File: config.mk
export PLATFORM = sky130hd
export DESIGN_NAME = manch_rx
export DESIGN_NICKNAME = d
export VERILOG_FILES = /design/src/rtl/manch_rx.sv
export SDC_FILE = /design/constraint.sdc
export NUM_CORES = 1
export LEC_CHECK = 0
export BUFFER_PORTS_ARGS = -buffer_cell sky130_fd_sc_hd__buf_4
export CAP_MARGIN = 25
export CORE_AREA = 5 5 42 44
export CTS_CLUSTER_DIAMETER = 40
export DETAILED_ROUTE_END_ITERATION = 8
export DIE_AREA = 0 0 47 49
export GPL_TIMING_DRIVEN = 0
export HOLD_SLACK_MARGIN = 0.03
export PLACE_DENSITY_LB_ADDON = 0.2
export SYNTH_ARGS = -nofsm -noshare
export SYNTH_HDL_FRONTEND = slang
export SYNTH_SLANG_ARGS = --single-unit
export TNS_END_PERCENT = 100
File: constraint.sdc
create_clock -name clk -period 3.1 [get_ports clk]
set_clock_uncertainty 0.15 [all_clocks]
set_input_delay 0.93 -clock clk [delete_from_list [all_inputs] [get_ports clk]]
set_output_delay 0.93 -clock clk [all_outputs]
set_load 0.01 [all_outputs]
File: src/rtl/manch_rx.sv
module manch_rx #(
  parameter int OVS = 8
) (
  input  logic clk,
  input  logic rst,
  input  logic line_i,
  output logic bit_o,
  output logic bit_valid_o,
  output logic locked_o,
  output logic viol_o
);
  localparam int CW = $clog2(OVS);
  localparam logic [CW-1:0] MID = CW'(OVS / 2);
  localparam logic [CW-1:0] TOP = CW'(OVS - 1);

  logic [2:0]    sync_q;
  logic [CW-1:0] cnt;
  logic [1:0]    hist;
  logic [1:0]    hfill;
  logic          phase;

  wire lvl    = sync_q[1];
  wire tr     = sync_q[2] ^ sync_q[1];
  wire strobe = (cnt == MID) && !tr;
  wire framed = (hfill == 2'd2) && (hist[1] == hist[0]) && (hist[0] != lvl);

  always_ff @(posedge clk) sync_q <= {sync_q[1:0], line_i};

  always_ff @(posedge clk) begin
    if (rst)             cnt <= '0;
    else if (tr)         cnt <= CW'(1);
    else if (cnt == TOP) cnt <= '0;
    else                 cnt <= cnt + 1'b1;
  end

  always_ff @(posedge clk) begin
    if (rst) begin
      hist        <= '0;
      hfill       <= '0;
      phase       <= 1'b0;
      locked_o    <= 1'b0;
      bit_o       <= 1'b0;
      bit_valid_o <= 1'b0;
      viol_o      <= 1'b0;
    end else begin
      bit_valid_o <= 1'b0;
      viol_o      <= 1'b0;
      if (strobe) begin
        hist <= {hist[0], lvl};
        if (hfill != 2'd2) hfill <= hfill + 1'b1;
        if (!locked_o) begin
          if (framed) begin
            locked_o    <= 1'b1;
            bit_o       <= hist[0];
            bit_valid_o <= 1'b1;
            phase       <= 1'b0;
          end
        end else if (!phase) begin
          phase <= 1'b1;
        end else begin
          phase <= 1'b0;
          if (hist[0] != lvl) begin
            bit_o       <= hist[0];
            bit_valid_o <= 1'b1;
          end else begin
            viol_o   <= 1'b1;
            locked_o <= 1'b0;
            hfill    <= '0;
          end
        end
      end
    end
  end

  assert_cnt_range_R2: assert property (@(posedge clk) disable iff (rst)
    cnt <= TOP);
  assert_valid_pulse_R10: assert property (@(posedge clk) disable iff (rst)
    bit_valid_o |=> !bit_valid_o);
  assert_valid_locked_R10: assert property (@(posedge clk) disable iff (rst)
    bit_valid_o |-> locked_o);
  assert_viol_drop_R7: assert property (@(posedge clk) disable iff (rst)
    viol_o |-> (!locked_o && !bit_valid_o));
  assert_viol_pulse_R7: assert property (@(posedge clk) disable iff (rst)
    viol_o |=> !viol_o);
  assert_lock_emits_R4: assert property (@(posedge clk) disable iff (rst)
    $rose(locked_o) |-> bit_valid_o);
endmodule

Yosys cells after proc, flatten, opt, wreduce, memory -nomap -nowiden --
Cells that the tools add are included.
Storage, ports and cells: register bits after elaboration 15, word-level logic and storage cells 54
Operators by class: bitwise gates (word level) 4, muxes and demuxes 20, $add $sub $neg 2, eq/ne operators 8, reductions and logical operators 10
Operator list (count):
- 2-to-1 mux 1 bit | 16
- 2-to-1 mux 2 bit | 4
- equality test 3 bit, second input constant | 2
- != test 2 x 1 -> 1 bit, second input constant | 2
- AND reduction 4 bit | 1
- OR reduction 4 bit | 1
- adder 3 x 1 -> 3 bit, second input constant | 1
- logical AND 1 bit | 3
- NOT 1 bit | 3
- OR reduction 3 bit | 1
- adder 2 x 1 -> 2 bit, second input constant | 1
- equality test 2 bit, second input constant | 1
- != test 2 bit, second input constant | 1
- AND reduction 2 bit | 1
- nonzero test 2 bit | 1
- OR reduction 2 bit | 1
- equality test 1 bit | 1
- logical NOT 1 bit | 1
- != test 1 bit | 1
- bitwise XOR 1 bit | 1

Depth between registers and ports, before layout --
depth in word-level cells 5, depth in mapped cells 7

Worst setup path before layout --
Ideal clock, no wire load.
kind in2reg, start point in rst, end point reg cnt[2], slack 1.489 ns, arrival time 1.365 ns, data required time 2.854 ns, stages on the path 2, cell sequence clkbuf_1 > nor4b_1
On the way: word-level cells in the longest chain between the ends 1
Ends and longest elaborated chain:
- from (decl) | RTL line 5 | input logic rst,
- OR reduction 3 bit (no source line)
- to (signal assigned) | RTL line 33 | else cnt <= cnt + 1'b1;
- to (decl) | RTL line 17 | logic [CW-1:0] cnt;
No other way between the ends. A chain may end at the register's enable or synchronous reset.

Final worst setup path --
start point reg locked_o, end point out locked_o
RTL lines:
- from (decl) | RTL line 9 | output logic locked_o,
- from (signal assigned) | RTL line 41 | locked_o <= 1'b0;
- from (signal assigned) | RTL line 53 | locked_o <= 1'b1;
- from (signal assigned) | RTL line 67 | locked_o <= 1'b0;
No word-level cell between the ends.

==> flow_metrics.py <==
metrics = {
    "sta": {
        "worst_slew_pin_slew_ns": 0.503,
        "setup_tns_ns": 0,
        "setup_viol": 0,
        "final.min_clock_period_ns": 1.97,
        "hold_viol": 0,
        "final_max_slew_viol_count": 0,
        "rsz0062_at_grt": "false",
        "fin_hold_ws_ns": 0.180,
        "fmax_mhz": 508,
        "max-slew-margin-rel_pct": 66.3,
        "fin_crit_sh_pct": 63.6,
    },
    "cells_and_area": {
        "layout_commonest_cell": "dfxtp_1",
        "mostFrequentLayoutCells": "dfxtp_1 (15), nand2_1 (6), buf_4 (6)",
        "area_delta_synth_final_pct": 14.3,
        "final_core_util_pct": 52.1,
        "nets": 87,
        "layout-drive-gt1-share_pct": 16.7,
        "fillers": 143,
        "diodes": 0,
    },
    "critical_path": {
        "crit_fanout": 8,
        "startpoint_type": "register",
        "crit_family": "flip-flops",
        "crit_buf_inv": 1,
        "path_class": "reg2out",
        "cp.arrival_ns": 0.89,
        "endpoint_kind": "output pin",
        "max_stage_delay_ns": 0.45,
        "path_cells": "buf_4",
        "critPathSlowestCell": "dfxtp_1",
        "required_ns": 2.02,
    },
    "power": {
        "p_int_uw": 255,
        "pwr-share-seq_pct": 61.8,
        "p_comb_share_pct": 5.2,
        "pwr_density_cell_nw_per_um2": 445,
        "switching_share_pct": 21.6,
        "total_power_uw": 325,
        "total_leakage_power_uw": 0.000277,
        "clkPwrFrac_pct": 33.0,
        "p_switching_uw": 70.3,
        "ir_drop_v": 0.000266,
    },
    "clock_network": {
        "worstSkewPairLatency_ns": 0.28,
        "cts_max_level": 1,
        "numCtsBuffers": 3,
        "clockRootBuffer": "clkbuf_4",
        "cts_tree": "yes",
        "cts_setup_buffers": 0,
        "clock-sinks": 15,
        "cts_hold_buffers": 0,
        "clock_path_buffers": 2,
        "ctsResizeCount": 0,
        "clk_pin_slew_ns": 0.08,
    },
    "run_status": {
        "status": "complete, no violations",
    },
    "global_route": {
        "grt_pass1_vias": 459,
        "grt_max_degree": 11,
        "grt_overflow": 0,
        "grt_util_all_layers_pct": 11.2,
        "grt_pass1_wl_mm": 1.86,
        "antenna_found_initial": 0,
    },
    "logic_synthesis": {
        "syn-num-nets": 76,
        "yosysTopAreaCell": "dfxtp_1",
        "yosysWarningCount": 0,
        "synth_cells": 68,
        "ys_seq_area_share_pct": 47.1,
        "synth_area_leaders": "dfxtp_1 (47%), ha_1 (9.8%), a21oi_1 (3.9%)",
        "synth-seq-cells": 15,
        "yosysUniqueCellTypes": 26,
        "syn_area_sq_um": 638,
        "synth_top_area_share_pct": 47.1,
        "syn_area_per_cell_sq_um": 9.38,
    },
    "routing": {
        "vias": 493,
        "drc": 0,
        "via_per_inst": 5.24,
        "ant_nets": 0,
        "first_iter_violations": 5,
        "drt_wl_total_mm": 1.08,
        "wl_per_cell_microns": 11.4,
        "first_pass_iters": 4,
    },
    "die": {
        "die_area_sq_um": 2300,
        "coreArea_sq_um": 1400,
        "row_count": 14,
        "chipWidth_microns": 47,
        "die_h_microns": 49,
        "initial_core_util_pct": 45.5,
        "ios": 7,
    },
    "worst_hold_path": {
        "hold_path_class": "reg2reg",
    },
    "placement": {
        "gp_congestion": 0.727,
        "port_buffers": 6,
    },
    "job": {
        "drv_cap": 0,
    },
}
cell families after synthesis:
kind of cell,after synthesis,synth area share [%]
XOR/XNOR,2,2.75
multiplexers,1,1.57
AO/OA/AOI/OAI,12,12.2
AND/OR/NAND/NOR,27,22.9
adder cells (fa/ha/maj),5,9.80
flip-flops,15,47.1
buffers and inverters,6,3.72
state kept, by name, indices dropped and copies added (netlist names):
name	count
sync_q	3
bit_valid_o	1
locked_o	1
viol_o	1
hfill	2
phase	1
bit_o	1
hist	2
cnt	3
cell usage after synthesis:
cell type / count
nor2_1: 5
and3b_2: 1
nor3_1: 3
o22a_2: 1
mux2i_1: 1
and3_1: 1
nor3b_1: 1
o41ai_1: 1
ha_1: 5
nand3_1: 3
a21oi_1: 5
o21ba_2: 1
xnor2_1: 1
or2b_1: 1
a311oi_1: 1
dfxtp_1: 15
nand2_1: 6
or4_1: 1
or2_0: 1
nor4b_1: 2
nand2b_1: 2
clkbuf_1: 1
o21ai_0: 3
buf_2: 1
inv_1: 4
xor2_1: 1
final timing paths:
path                  start        end  slack (ns)  cells after the start
hold / removal    sync_q[0]  sync_q[1]        0.18                      0
hold reg to reg   sync_q[0]  sync_q[1]        0.18                      0
setup reg to reg     cnt[0]      bit_o        1.35                      6
setup / recovery   locked_o   locked_o        1.13                      1
power groups by stage:
stage	logic (uW)	registers (uW)	clock network, uW
floorplan	11.7	204	0
global placement	16.6	205	0
detailed placement	16.8	205	0
CTS	17.0	201	113
global route	19.2	201	121
finish	16.9	201	107
through the flow:
step | setup WS [ns] | std cells | instance area (sq um)
3_3_place_gp | 1.26 | 90 | 703
3_5_place_dp | 1.20 | 90 | 703
5_1_grt | 1.07 | 94 | 729
2_1_floorplan | 1.49 | 68 | 638
4_1_cts | 1.12 | 94 | 729
6_report | 1.13 | 94 | 729
final cells by class:
type | count | area (sq um) | area share [%]
sequential | 15 | 300 | 41.2
multi-input combinational | 47 | 314 | 43.1
clock buffer | 4 | 26.3 | 3.60
tap | 16 | 20.0 | 2.74
buffer | 2 | 8.76 | 1.20
inverter | 4 | 15.0 | 2.06
timing repair buffer | 6 | 45.0 | 6.17
routing by layer:
layer	vias to the layer above	global-route usage, %	share of wire (%)
met5	-	0	0
met4	0	6.91	3.3
met3	5	3.32	4.7
met2	9	15.6	43
met1	225	14.5	49
li1	254	-	-
Power figures use the tool's default switching activity.
